<file path="config.mk">
export PLATFORM = sky130hd
export DESIGN_NAME = manch_recover
export DESIGN_NICKNAME = d
export VERILOG_FILES = /design/src/rtl/manch_pkg.sv /design/src/rtl/manch_line_sync.sv /design/src/rtl/manch_bit_tracker.sv /design/src/rtl/manch_byte_pack.sv /design/src/rtl/manch_recover.sv
export SDC_FILE = /design/constraint.sdc
export NUM_CORES = 1
export LEC_CHECK = 0
export ABC_AREA = 1
export BUFFER_PORTS_ARGS = -buffer_cell sky130_fd_sc_hd__buf_2
export CAP_MARGIN = 20
export CORE_ASPECT_RATIO = 0.7
export CORE_MARGIN = 2
export CORE_UTILIZATION = 49
export DETAILED_ROUTE_END_ITERATION = 8
export PLACE_DENSITY = 0.76
export SLEW_MARGIN = 5
export SYNTH_ARGS = -nofsm -noshare
export SYNTH_HDL_FRONTEND = slang
export SYNTH_HIERARCHICAL = 1
export SYNTH_SLANG_ARGS = --single-unit
</file>
<file path="constraint.sdc">
create_clock -name clk -period 1.2 [get_ports clk]
set_input_delay 0.24 -clock clk [delete_from_list [all_inputs] [get_ports clk]]
set_output_delay 0.24 -clock clk [all_outputs]
set_load 0.02 [all_outputs]
</file>
<file path="src/rtl/manch_pkg.sv">
package manch_pkg;

    typedef enum logic [1:0] {
        TRK_HUNT   = 2'd0,
        TRK_HOLD   = 2'd1,
        TRK_SEARCH = 2'd2
    } trk_state_e;

    typedef struct packed {
        logic seen;
        logic rising;
    } line_evt_t;

    typedef struct packed {
        logic vld;
        logic val;
    } rx_bit_t;

    function automatic int unsigned cnt_width(input int unsigned ovs);
        return $clog2(ovs + 3);
    endfunction

endpackage

</file>
<file path="src/rtl/manch_line_sync.sv">
module manch_line_sync #(
    parameter int unsigned SYNC_STAGES = 2
) (
    input  logic                  clk,
    input  logic                  rst,
    input  logic                  line_i,
    output manch_pkg::line_evt_t  evt_o
);
    logic [SYNC_STAGES-1:0] stage_q;
    logic                   last_q;

    generate
        if (SYNC_STAGES == 1) begin : g_one
            always_ff @(posedge clk) begin
                if (rst) stage_q <= '0;
                else     stage_q <= line_i;
            end
        end else begin : g_chain
            always_ff @(posedge clk) begin
                if (rst) stage_q <= '0;
                else     stage_q <= {stage_q[SYNC_STAGES-2:0], line_i};
            end
        end
    endgenerate

    always_ff @(posedge clk) begin
        if (rst) last_q <= 1'b0;
        else     last_q <= stage_q[SYNC_STAGES-1];
    end

    always_comb begin
        evt_o.seen   = stage_q[SYNC_STAGES-1] ^ last_q;
        evt_o.rising = stage_q[SYNC_STAGES-1] & ~last_q;
    end
endmodule

</file>
<file path="src/rtl/manch_bit_tracker.sv">
module manch_bit_tracker #(
    parameter int unsigned OVS = 10
) (
    input  logic                 clk,
    input  logic                 rst,
    input  manch_pkg::line_evt_t evt_i,
    output manch_pkg::rx_bit_t   bit_o,
    output logic                 locked_o,
    output logic                 lost_o
);
    import manch_pkg::*;

    localparam int unsigned CNT_W = cnt_width(OVS);
    localparam logic [CNT_W-1:0] HOLD_END = CNT_W'(OVS - 2);
    localparam logic [CNT_W-1:0] WIN_HI   = CNT_W'(OVS + 1);
    localparam logic [CNT_W-1:0] CNT_MAX  = '1;

    trk_state_e       state_q, state_d;
    logic [CNT_W-1:0] cnt_q;
    logic             accept, timeout;

    always_comb begin
        accept  = evt_i.seen && (state_q == TRK_HUNT || state_q == TRK_SEARCH);
        timeout = (state_q == TRK_SEARCH) && (cnt_q == WIN_HI) && !evt_i.seen;
        state_d = state_q;
        unique case (state_q)
            TRK_HUNT:   if (accept) state_d = TRK_HOLD;
            TRK_HOLD:   if (cnt_q >= HOLD_END) state_d = TRK_SEARCH;
            TRK_SEARCH: begin
                if (accept)       state_d = TRK_HOLD;
                else if (timeout) state_d = TRK_HUNT;
            end
            default:    state_d = TRK_HUNT;
        endcase
    end

    always_ff @(posedge clk) begin
        if (rst) begin
            state_q   <= TRK_HUNT;
            cnt_q     <= '0;
            bit_o.vld <= 1'b0;
            bit_o.val <= 1'b0;
            lost_o    <= 1'b0;
        end else begin
            state_q   <= state_d;
            bit_o.vld <= accept && (state_q == TRK_SEARCH);
            lost_o    <= timeout;
            if (accept) begin
                cnt_q     <= CNT_W'(1);
                bit_o.val <= evt_i.rising;
            end else if (cnt_q != CNT_MAX) begin
                cnt_q <= cnt_q + 1'b1;
            end
        end
    end

    assign locked_o = (state_q != TRK_HUNT);
endmodule

</file>
<file path="src/rtl/manch_byte_pack.sv">
module manch_byte_pack #(
    parameter int unsigned DATA_W = 8
) (
    input  logic               clk,
    input  logic               rst,
    input  manch_pkg::rx_bit_t bit_i,
    input  logic               flush_i,
    output logic [DATA_W-1:0]  word_o,
    output logic               word_vld_o
);
    localparam int unsigned CNT_W = (DATA_W > 1) ? $clog2(DATA_W) : 1;
    localparam logic [CNT_W-1:0] LAST = CNT_W'(DATA_W - 1);

    logic [DATA_W-1:0] shreg_q;
    logic [CNT_W-1:0]  cnt_q;
    logic [DATA_W-1:0] shreg_d;

    generate
        if (DATA_W == 1) begin : g_w1
            assign shreg_d = bit_i.val;
        end else begin : g_wn
            assign shreg_d = {bit_i.val, shreg_q[DATA_W-1:1]};
        end
    endgenerate

    always_ff @(posedge clk) begin
        if (rst) begin
            shreg_q    <= '0;
            cnt_q      <= '0;
            word_o     <= '0;
            word_vld_o <= 1'b0;
        end else begin
            word_vld_o <= 1'b0;
            if (flush_i) begin
                cnt_q <= '0;
            end else if (bit_i.vld) begin
                shreg_q <= shreg_d;
                if (cnt_q == LAST) begin
                    cnt_q      <= '0;
                    word_o     <= shreg_d;
                    word_vld_o <= 1'b1;
                end else begin
                    cnt_q <= cnt_q + 1'b1;
                end
            end
        end
    end
endmodule

</file>
<file path="src/rtl/manch_recover.sv">
module manch_recover #(
    parameter int unsigned OVS         = 10,
    parameter int unsigned SYNC_STAGES = 2,
    parameter int unsigned DATA_W      = 8
) (
    input  logic              clk,
    input  logic              rst,
    input  logic              line_i,
    output logic              bit_o,
    output logic              bit_vld_o,
    output logic [DATA_W-1:0] byte_o,
    output logic              byte_vld_o,
    output logic              locked_o,
    output logic              lost_o
);
    import manch_pkg::*;

    line_evt_t evt;
    rx_bit_t   rx_bit;

    manch_line_sync #(.SYNC_STAGES(SYNC_STAGES)) u_sync (
        .clk    (clk),
        .rst    (rst),
        .line_i (line_i),
        .evt_o  (evt)
    );

    manch_bit_tracker #(.OVS(OVS)) u_trk (
        .clk      (clk),
        .rst      (rst),
        .evt_i    (evt),
        .bit_o    (rx_bit),
        .locked_o (locked_o),
        .lost_o   (lost_o)
    );

    manch_byte_pack #(.DATA_W(DATA_W)) u_pack (
        .clk        (clk),
        .rst        (rst),
        .bit_i      (rx_bit),
        .flush_i    (lost_o),
        .word_o     (byte_o),
        .word_vld_o (byte_vld_o)
    );

    assign bit_o     = rx_bit.val;
    assign bit_vld_o = rx_bit.vld;
endmodule

</file>
==> impl_metrics.csv, run 1 <==
group,metric,value,unit
run_status,outcome,"finished, final reports clean",
sta,timing.final.crit_period,1.171,ns
clock_tree,clock_sinks,31,
grt,antenna_found_initial,0,
logic_synthesis,syn_area,0.001237,mm²
place,dp_hpwl,1692,µm
die,die_w,64.07,µm
sta,fmax,854.3,MHz
sta,final_hold_viol_count,0,
die,initial_core_util,51.11,%
route,wire_per_inst,11.00,µm
clock_tree,htreeDepth,2,
route,drt.antenna.violating_nets,0,
logic_synthesis,synth_top_area_share,50.15,%
clock_tree,clk_latency,0.33,ns
setup_path,path_buf_inv,1,
clock_tree,clockRootBuffer,"clkbuf_4",
logic_synthesis,ys_seq_area_share,50.15,%
route,wl,2409,µm
place,gp_congestion,0.8334,
cells_and_area,final_nets,192,
grt,grt_start_max_net_pins,17,
setup_path,criticalPathCategory,"reg -> reg",
setup_path,ff2ff_setup_slack,0.03,ns
grt,grt.overflow.total,0,
cells_and_area,drive_above_1_share,30.27,%
grt,grt_usage,18.57,%
setup_path,cp-start-kind,"flip-flop",
logic_synthesis,syn_inst,157,
place,placed_area,0.001361,mm²
cells_and_area,final_core_util,64.39,%
die,die-area,0.002950,mm²
clock_tree,cts.path.max_buffers,2,
sta,maxSlewViolCount,0,
pwr,power.total,2.008,mW
grt,grt_pass1_wl,3933,µm
clock_tree,clkTransAtPathRegs,0.10,ns
cells_and_area,areaGrowthSynthToFinish,25.99,%
sta,fin_skew,0.01241,ns
run,maxCapViolCount,0,
sta,rsz0062_at_grt,"yes",
setup_path,cp.required,1.48,ns
pwr,power-per-cell-area,1288,mW/mm²
logic_synthesis,synth_nets,165,
route,drtIter0Drc,27,
die,io_pins,16,
setup_path,critPathMaxFanout,5,
pwr,peakVddDrop,0.9299,mV
setup_path,cp.arrival,1.45,ns
logic_synthesis,yosys_warnings,6,
hold_path,hp-class,"in -> reg",
clock_tree,cts_buffers,5,
logic_synthesis,synth_seq_cells,31,
logic_synthesis,synthTopCellsByArea,"dfxtp_1, nand2_1, nor2_1, inv_1, nand3_1",
logic_synthesis,avgSynthCellArea,7.882,µm²
setup_path,max_stage_delay,0.37,ns
setup_path,path_delay_family,"flip-flops",
setup_path,end_kind,"flip-flop",
die,die_y,46.05,µm
route,vias,1051,
grt,grt_pass1_vias,914,
sta,hold_slack,0.1145,ns
sta,tightest_slew,0.4519,ns
logic_synthesis,synth_top_area_cell,"dfxtp_1",
die,rows,15,
route,vias_per_cell,4.799,
setup_path,crit_slowest_cell,"dfxtp_2",
sta,timing.slew.headroom,69.84,%
pwr,p_leak,0.6916,nW
route,drc,0,
cells_and_area,fin_area,0.001559,mm²
place,portBuffers,15,
sta,timing.final.crit_share,97.55,%
logic_synthesis,yosysUniqueCellTypes,21,
route,drtPass1Iterations,5,
die,core-area,0.002421,mm²
sta,finalSetupViolations,0,
clock_tree,tritoncts,"done",
setup_path,crit_chain,"ha_4 > ha_4 > nand3_4 > buf_4 > nand2_1 > nand2_1 > nor2_1",
cells_and_area,n_antenna_cell,0,
## final cells by class
type	instances	area, µm²
clock buffer	6	51.30
clock inverter	2	35.03
fill	213	862.1
inverter	21	78.83
multi-input combinational	103	580.6
sequential	31	630.6
tap	34	42.54
timing repair buffer	22	140.1
## stage by stage
stage                     setup TNS [ns]  worst slack, ns  cells
after floorplan                        0          0.03250    157
after global routing             -0.1020         -0.03999    219
after detailed placement         -0.6279         -0.09728    207
final                                  0          0.02946    219
after global placement           -0.1611         -0.03545    207
after CTS                              0        0.0003496    217
## routing by layer
metal / vias up / GRT usage (%) / wire length, µm / part of all wire, %
met4: 0 / 13.04 / 24 / 1.0
met1: 475 / 23.32 / 1195 / 50
met5: - / 0 / 0 / 0
met3: 2 / 5.446 / 136 / 5.6
met2: 23 / 27.92 / 1053 / 44
li1: 551 / - / - / -
## layout by cell type (no fill, tap or decap), types with 3 or more instances in the layout
cell type / Yosys / final
nand2_1: 32 / 28
nor2_1: 26 / 25
dfxtp_1: 31 / 25
inv_1: 20 / 18
buf_2: 1 / 13
nand3_1: 13 / 13
buf_4: 1 / 7
o21ai_0: 7 / 7
a21oi_1: 7 / 6
clkbuf_4: 0 / 5
nand2_2: 1 / 5
dfxtp_2: 0 / 5
inv_2: 1 / 3
## Yosys cell counts, drive strengths merged
library cell	n
nand2	34
dfxtp	31
nor2	27
inv	21
nand3	15
o21ai	8
a21oi	7
ha	5
buf	3
nor3	3
nand4	2
nor3b	1
## report_power, final
group | internal (mW) | switching [mW] | leakage, nW
registers | 1.04 | 0.0146 | 0.254
clock network | 0.492 | 0.355 | 0.0482
logic | 0.0389 | 0.0643 | 0.389
total | 1.57 | 0.434 | 0.692
## worst reg2reg max path, stage by stage (launching register included)
cell	delay, ns
dfxtp_2	0.37
ha_4	0.14
ha_4	0.14
nand3_4	0.11
buf_4	0.17
nand2_1	0.06
nand2_1	0.05
nor2_1	0.09
## kinds of logic after synthesis
logic type / synth area share [%]
fa+ha+maj: 5.056
simple gates: 30.43
flops: 50.15
buf+inv: 8.291
compound gates: 6.066
## registers in the layout (all words and copies together) (netlist names)
signal and flops:
u_sync/last_q 1, u_pack/cnt_q 3, u_trk/state_q 2, u_pack/word_vld_o 1, u_trk/bit_o 2, u_pack/word_o 8, u_trk/cnt_q 4, u_pack/shreg_q 7
u_trk/lost_o 1, u_sync/stage_q 2
## path summary, 6_finish.rpt
| check | from | endpoint | depth (start not counted) |
|---|---|---|---|
| setup reg to reg | u_pack/cnt_q[0]$_SDFFE_PP0P_ | u_pack/word_o[4]$_SDFFE_PP0P_ | 7 |
| setup / recovery | u_pack/cnt_q[0]$_SDFFE_PP0P_ | u_pack/word_o[4]$_SDFFE_PP0P_ | 7 |
| hold reg to reg | u_sync/stage_q[0]$_SDFF_PP0_ | u_sync/stage_q[1]$_SDFF_PP0_ | 2 |
| hold / removal | line_i | u_sync/stage_q[0]$_SDFF_PP0_ | 3 |
## what timing repair did
| item | 4_1_cts | 5_1_grt |
|---|---|---|
| buffers inserted | 2 | 2 |
| hold buffers | 0 | 0 |
| cloned | 1 | 0 |
| endpoints found under the hold margin | 0 | 0 |
| setup endpoints to repair | 12 | 17 |
| resized for setup | 15 | 11 |
| pin swaps | 3 | 5 |
(Power assumes the default switching activity.)
==> inputs of run 2 (changes only) <==
--- a/config.mk
+++ b/config.mk
@@ -12,6 +12,7 @@
 export CORE_MARGIN = 2
 export CORE_UTILIZATION = 49
 export DETAILED_ROUTE_END_ITERATION = 8
+export MAX_ROUTING_LAYER = met4
 export PLACE_DENSITY = 0.76
 export SLEW_MARGIN = 5
 export SYNTH_ARGS = -nofsm -noshare
==> run 2 against run 1 <==
Effect of this change: design area did not move; die area is the same; via count up 0.38%; count of clock-buffer cells in the layout did not move; combinational power hardly changed; worst setup slack is essentially flat; non-clock buffer count stayed put; clock power is essentially flat; register-to-register slack about the same; hold slack better by 0.0027 ns; final cell count unchanged; critical path depth unchanged; critical endpoint unchanged; largest power group unchanged; highest routed layer unchanged.
==> impl_metrics.csv, run 2 (synthesis results as in run 1) <==
group,metric,value,unit
die,core-area,0.002421,mm²
cells_and_area,areaGrowthSynthToFinish,25.99,%
cells_and_area,largest_reg_flops,8,
setup_path,end_kind,"flip-flop",
grt,grt.overflow.total,0,
grt,grt_usage,19.15,%
grt,grt_pass1_wl,3933,µm
sta,tightest_slew,0.4452,ns
run,maxCapViolCount,0,
pwr,power-per-cell-area,1287,mW/mm²
pwr,peakVddDrop,0.9294,mV
sta,timing.slew.headroom,70.29,%
clock_tree,tritoncts,"done",
place,dp_hpwl,1692,µm
route,drtPass1Iterations,6,
cells_and_area,drive_above_1_share,30.27,%
cells_and_area,n_antenna_cell,0,
setup_path,ff2ff_setup_slack,0.03,ns
sta,timing.final.crit_share,97.54,%
die,initial_core_util,51.11,%
sta,timing.final.crit_period,1.170,ns
setup_path,cp.arrival,1.45,ns
place,gp_congestion,0.8462,
hold_path,worstHoldStart,"line_i",
die,die_y,46.05,µm
route,vias_per_cell,4.817,
setup_path,reg2reg_from,"u_pack/cnt_q[0]$_SDFFE_PP0P_",
clock_tree,clock_sinks,31,
cells_and_area,final_common_cell,"nand2_1",
clock_tree,cts.path.max_buffers,2,
sta,rsz0062_at_grt,"yes",
route,wire_per_inst,11.09,µm
place,portBuffers,15,
run_status,outcome,"finished, final reports clean",
setup_path,criticalPathCategory,"reg -> reg",
clock_tree,clk_latency,0.33,ns
clock_tree,clkTransAtPathRegs,0.10,ns
die,rows,15,
die,die-area,0.002950,mm²
setup_path,crit_chain,"ha_4 > ha_4 > nand3_4 > buf_4 > nand2_1 > nand2_1 > nor2_1",
grt,grt_start_max_net_pins,17,
cells_and_area,top_register,"u_pack/word_o",
hold_path,hold_path_depth,3,
setup_path,cp.required,1.48,ns
route,drtIter0Drc,27,
setup_path,reg2reg_depth,7,
cells_and_area,final_cell_mix,"nand2_1, nor2_1, dfxtp_1",
route,wl,2429,µm
pwr,p_leak,0.6916,nW
setup_path,crit_slowest_cell,"dfxtp_2",
sta,finalSetupTns,0,ns
clock_tree,hold_buffers,0,
clock_tree,cts_buffers,5,
setup_path,r2r-end,"u_pack/word_o[4]$_SDFFE_PP0P_",
sta,fin_skew,0.01210,ns
die,die_w,64.07,µm
sta,maxSlewViolCount,0,
route,drt.antenna.violating_nets,0,
clock_tree,htreeDepth,2,
setup_path,max_stage_delay,0.37,ns
cells_and_area,final_nets,192,
clock_tree,clockRootBuffer,"clkbuf_4",
sta,final_hold_viol_count,0,
place,place_ws,-0.09728,ns
route,drc,0,
grt,grt_pass1_vias,915,
grt,antenna_found_initial,0,
cells_and_area,reg_top3,"u_pack/word_o (8), u_pack/shreg_q (7), u_trk/cnt_q (4)",
die,io_pins,16,
sta,fmax,854.4,MHz
hold_path,holdPathEnd,"u_sync/stage_q[0]$_SDFF_PP0_",
sta,finalSetupViolations,0,
sta,worst_slack,0.02953,ns
cells_and_area,nFillCells,213,
hold_path,hp-class,"in -> reg",
setup_path,cp-start-kind,"flip-flop",
setup_path,critPathMaxFanout,5,
route,vias,1055,
run 2: how the worst max path moves through the flow:
stage	startpoint	depth (start not counted)	to	slack, ns
floorplan	u_pack/cnt_q[0]$_SDFFE_PP0P_	7	u_pack/word_o[4]$_SDFFE_PP0P_	0.03
global placement	u_pack/cnt_q[0]$_SDFFE_PP0P_	6	u_pack/word_o[6]$_SDFFE_PP0P_	-0.04
detailed placement	u_pack/cnt_q[0]$_SDFFE_PP0P_	6	u_pack/word_o[5]$_SDFFE_PP0P_	-0.1
CTS	u_pack/cnt_q[0]$_SDFFE_PP0P_	6	u_pack/word_o[1]$_SDFFE_PP0P_	0.0003
global route	u_pack/cnt_q[0]$_SDFFE_PP0P_	7	u_pack/word_o[4]$_SDFFE_PP0P_	-0.04
finish	u_pack/cnt_q[0]$_SDFFE_PP0P_	7	u_pack/word_o[4]$_SDFFE_PP0P_	0.03
run 2: through the flow:
stage | instance area [µm²] | std cells | util [%] | power [mW] | hold WS [ns]
after CTS | 1509 | 217 | 62.33 | 2.025 | 0.1023
after detailed placement | 1361 | 207 | 56.23 | 1.176 | 0.3998
after floorplan | 1237 | 157 | - | 1.146 | 0.3091
after global routing | 1559 | 219 | 64.39 | 2.099 | 0.09889
final | 1559 | 219 | 64.39 | 2.006 | 0.1172
after global placement | 1361 | 207 | 56.23 | 1.169 | 0.3930
run 2: report_power, final:
part / leakage, nW / total (mW) / internal, mW / switching (mW)
Sequential: 0.254 / 1.06 / 1.04 / 0.0147
Combinational: 0.389 / 0.103 / 0.0389 / 0.0642
Clock: 0.0482 / 0.845 / 0.492 / 0.353
run 2: per-layer routing:
| metal | global-route usage (%) | wire, µm | vias up |
|---|---|---|---|
| met2 | 27.92 | 1062 | 24 |
| met4 | 13.04 | 21 | 0 |
| li1 | - | - | 552 |
| met5 | - | 0 | - |
| met1 | 23.48 | 1233 | 477 |
| met3 | 5.198 | 113 | 2 |
run 2: final cells by class:
class | instances | area [µm²] | share of cell area [%]
Clock buffer | 6 | 51.30 | 3.291
Clock inverter | 2 | 35.03 | 2.247
Inverter | 21 | 78.83 | 5.056
Multi-Input combinational cell | 103 | 580.6 | 37.24
Sequential cell | 31 | 630.6 | 40.45
Tap cell | 34 | 42.54 | 2.729
Timing Repair Buffer | 22 | 140.1 | 8.989
run 2: what timing repair did:
action                                  in CTS  in global routing
cloned                                       1                  0
pin swaps                                    3                  5
gates resized for setup                     15                 11
setup buffers                                2                  2
endpoints found under the setup margin      12                 17
run 2: worst max-delay path, delay by kind of cell, from the launching register on:
kind	cells	cell delay, ns
and+or+nand+nor	4	0.31
DFF	1	0.37
buffers and inverters	1	0.17
adders and majority gates	2	0.28
==> inputs of run 3 (changes only) <==
--- a/config.mk
+++ b/config.mk
@@ -7,9 +7,7 @@
 export LEC_CHECK = 0
 export ABC_AREA = 1
 export BUFFER_PORTS_ARGS = -buffer_cell sky130_fd_sc_hd__buf_2
-export CAP_MARGIN = 20
 export CORE_ASPECT_RATIO = 0.7
-export CORE_MARGIN = 2
 export CORE_UTILIZATION = 49
 export DETAILED_ROUTE_END_ITERATION = 8
 export MAX_ROUTING_LAYER = met4
==> run 3 against run 2 <==
Effect of this change: design area is 0.16% lower; hold slack worse by 0.0063 ns; maximum frequency is 0.60% higher; die area is 7.3% lower; critical path type is now reg -> out.
==> impl_metrics.csv, run 3 (synthesis results as in run 1) <==
group,metric,value,unit
sta,fmax,859.5,MHz
clock_tree,cts.path.max_buffers,2,
sta,tightest_slew,0.4205,ns
clock_tree,cts_buffers,5,
cells_and_area,final_nets,193,
setup_path,cp.required,0.96,ns
run,maxCapViolCount,0,
setup_path,criticalPathCategory,"reg -> out",
clock_tree,clockRootBuffer,"clkbuf_4",
sta,finalSetupTns,0,ns
pwr,power-per-cell-area,1291,mW/mm²
route,wire_per_inst,11.88,µm
cells_and_area,drive_above_1_share,29.57,%
cells_and_area,final_cell_mix,"nand2_1, nor2_1, dfxtp_1",
die,rows,14,
pwr,p_leak,0.6929,nW
clock_tree,clk_latency,0.33,ns
grt,grt_pass1_wl,4140,µm
cells_and_area,fin_cells,218,
die,die_w,62.07,µm
grt,grt_start_max_net_pins,17,
route,drtIter0Drc,62,
route,wl,2590,µm
die,initial_core_util,54.76,%
grt,grt_pass1_vias,935,
die,io_pins,16,
cells_and_area,largest_reg_flops,8,
setup_path,critPathMaxFanout,4,
sta,maxSlewViolCount,0,
route,drt.antenna.violating_nets,0,
die,die-area,0.002734,mm²
pwr,peakVddDrop,1.122,mV
die,die_y,44.05,µm
sta,fin_skew,0.009737,ns
clock_tree,tritoncts,"done",
hold_path,hp-class,"in -> reg",
place,dpl.cell_count,205,
cells_and_area,reg_top3,"u_pack/word_o (8), u_pack/shreg_q (7), u_trk/cnt_q (4)",
run_status,outcome,"finished, final reports clean",
sta,timing.slew.headroom,71.93,%
sta,final_hold_viol_count,0,
sta,hold_slack,0.1109,ns
sta,timing.final.crit_period,1.163,ns
cells_and_area,fin_area,0.001556,mm²
clock_tree,htreeDepth,2,
grt,grt_usage,23.20,%
setup_path,cp-start-kind,"flip-flop",
sta,worst_slack,0.03652,ns
setup_path,end_kind,"output pin",
place,placed_area,0.001359,mm²
place,portBuffers,15,
cells_and_area,areaGrowthSynthToFinish,25.78,%
clock_tree,clock_sinks,31,
place,gp_congestion,0.8485,
sta,rsz0062_at_grt,"yes",
route,vias_per_cell,4.908,
cells_and_area,top_register,"u_pack/word_o",
place,place_ws,-0.1192,ns
grt,antenna_found_initial,0,
cells_and_area,n_antenna_cell,0,
sta,finalSetupViolations,0,
die,core-area,0.002260,mm²
grt,grt.overflow.total,0,
route,drc,0,
setup_path,cp.arrival,0.92,ns
place,dp_hpwl,1779,µm
cells_and_area,final_core_util,68.88,%
route,vias,1070,
route,drtPass1Iterations,5,
sta,timing.final.crit_share,96.96,%
clock_tree,clkTransAtPathRegs,0.09,ns
pwr,power.total,2.010,mW
cells_and_area,final_common_cell,"nand2_1",
## run 3: timing repair
item / in CTS / in global routing
hold endpoints to repair: 0 / 0
resized for setup: 14 / 10
hold buffers: 0 / 0
cloned: 1 / 0
pin swaps: 1 / 4
setup endpoints to repair: 11 / 22
buffers inserted: 3 / 2
## run 3: final cells by class
type | instances | area [µm²]
Fill cell | 178 | 703.2
Sequential cell | 31 | 630.6
Multi-Input combinational cell | 103 | 570.5
Timing Repair Buffer | 23 | 147.6
Inverter | 21 | 81.33
Clock buffer | 6 | 51.30
Tap cell | 32 | 40.04
Clock inverter | 2 | 35.03
## run 3: path summary, 6_finish.rpt
kind | from | slack (ns) | end | cells after the start
max | u_trk/state_q[1]$_SDFFE_PP0P_ | 0.04 | locked_o | 3
max reg2reg | u_pack/cnt_q[1]$_SDFFE_PP0P_ | 0.05 | u_pack/cnt_q[0]$_SDFFE_PP0P_ | 6
min reg2reg | u_sync/stage_q[0]$_SDFF_PP0_ | 0.41 | u_sync/stage_q[1]$_SDFF_PP0_ | 2
min | line_i | 0.11 | u_sync/stage_q[0]$_SDFF_PP0_ | 3
## run 3: critical path, cell delays in order (launching register included)
cell     delay, ns
dfxtp_2       0.34
inv_2         0.07
nand2_2       0.06
buf_6         0.13
## run 3: per-layer routing
layer  GRT usage [%]  share of wire (%)  up-vias
met5               -                  0        -
met1           30.08                 48      488
li1                -                  -      555
met3           10.82                6.9        2
met2           31.06                 45       25
met4           9.333               0.66        0
## run 3: report_power, final
part	internal (mW)	switching [mW]	total, mW	leakage, nW
logic	0.0425	0.0685	0.111	0.391
registers	1.04	0.0155	1.06	0.254
clock network	0.492	0.349	0.841	0.0482
total	1.58	0.433	2.01	0.693
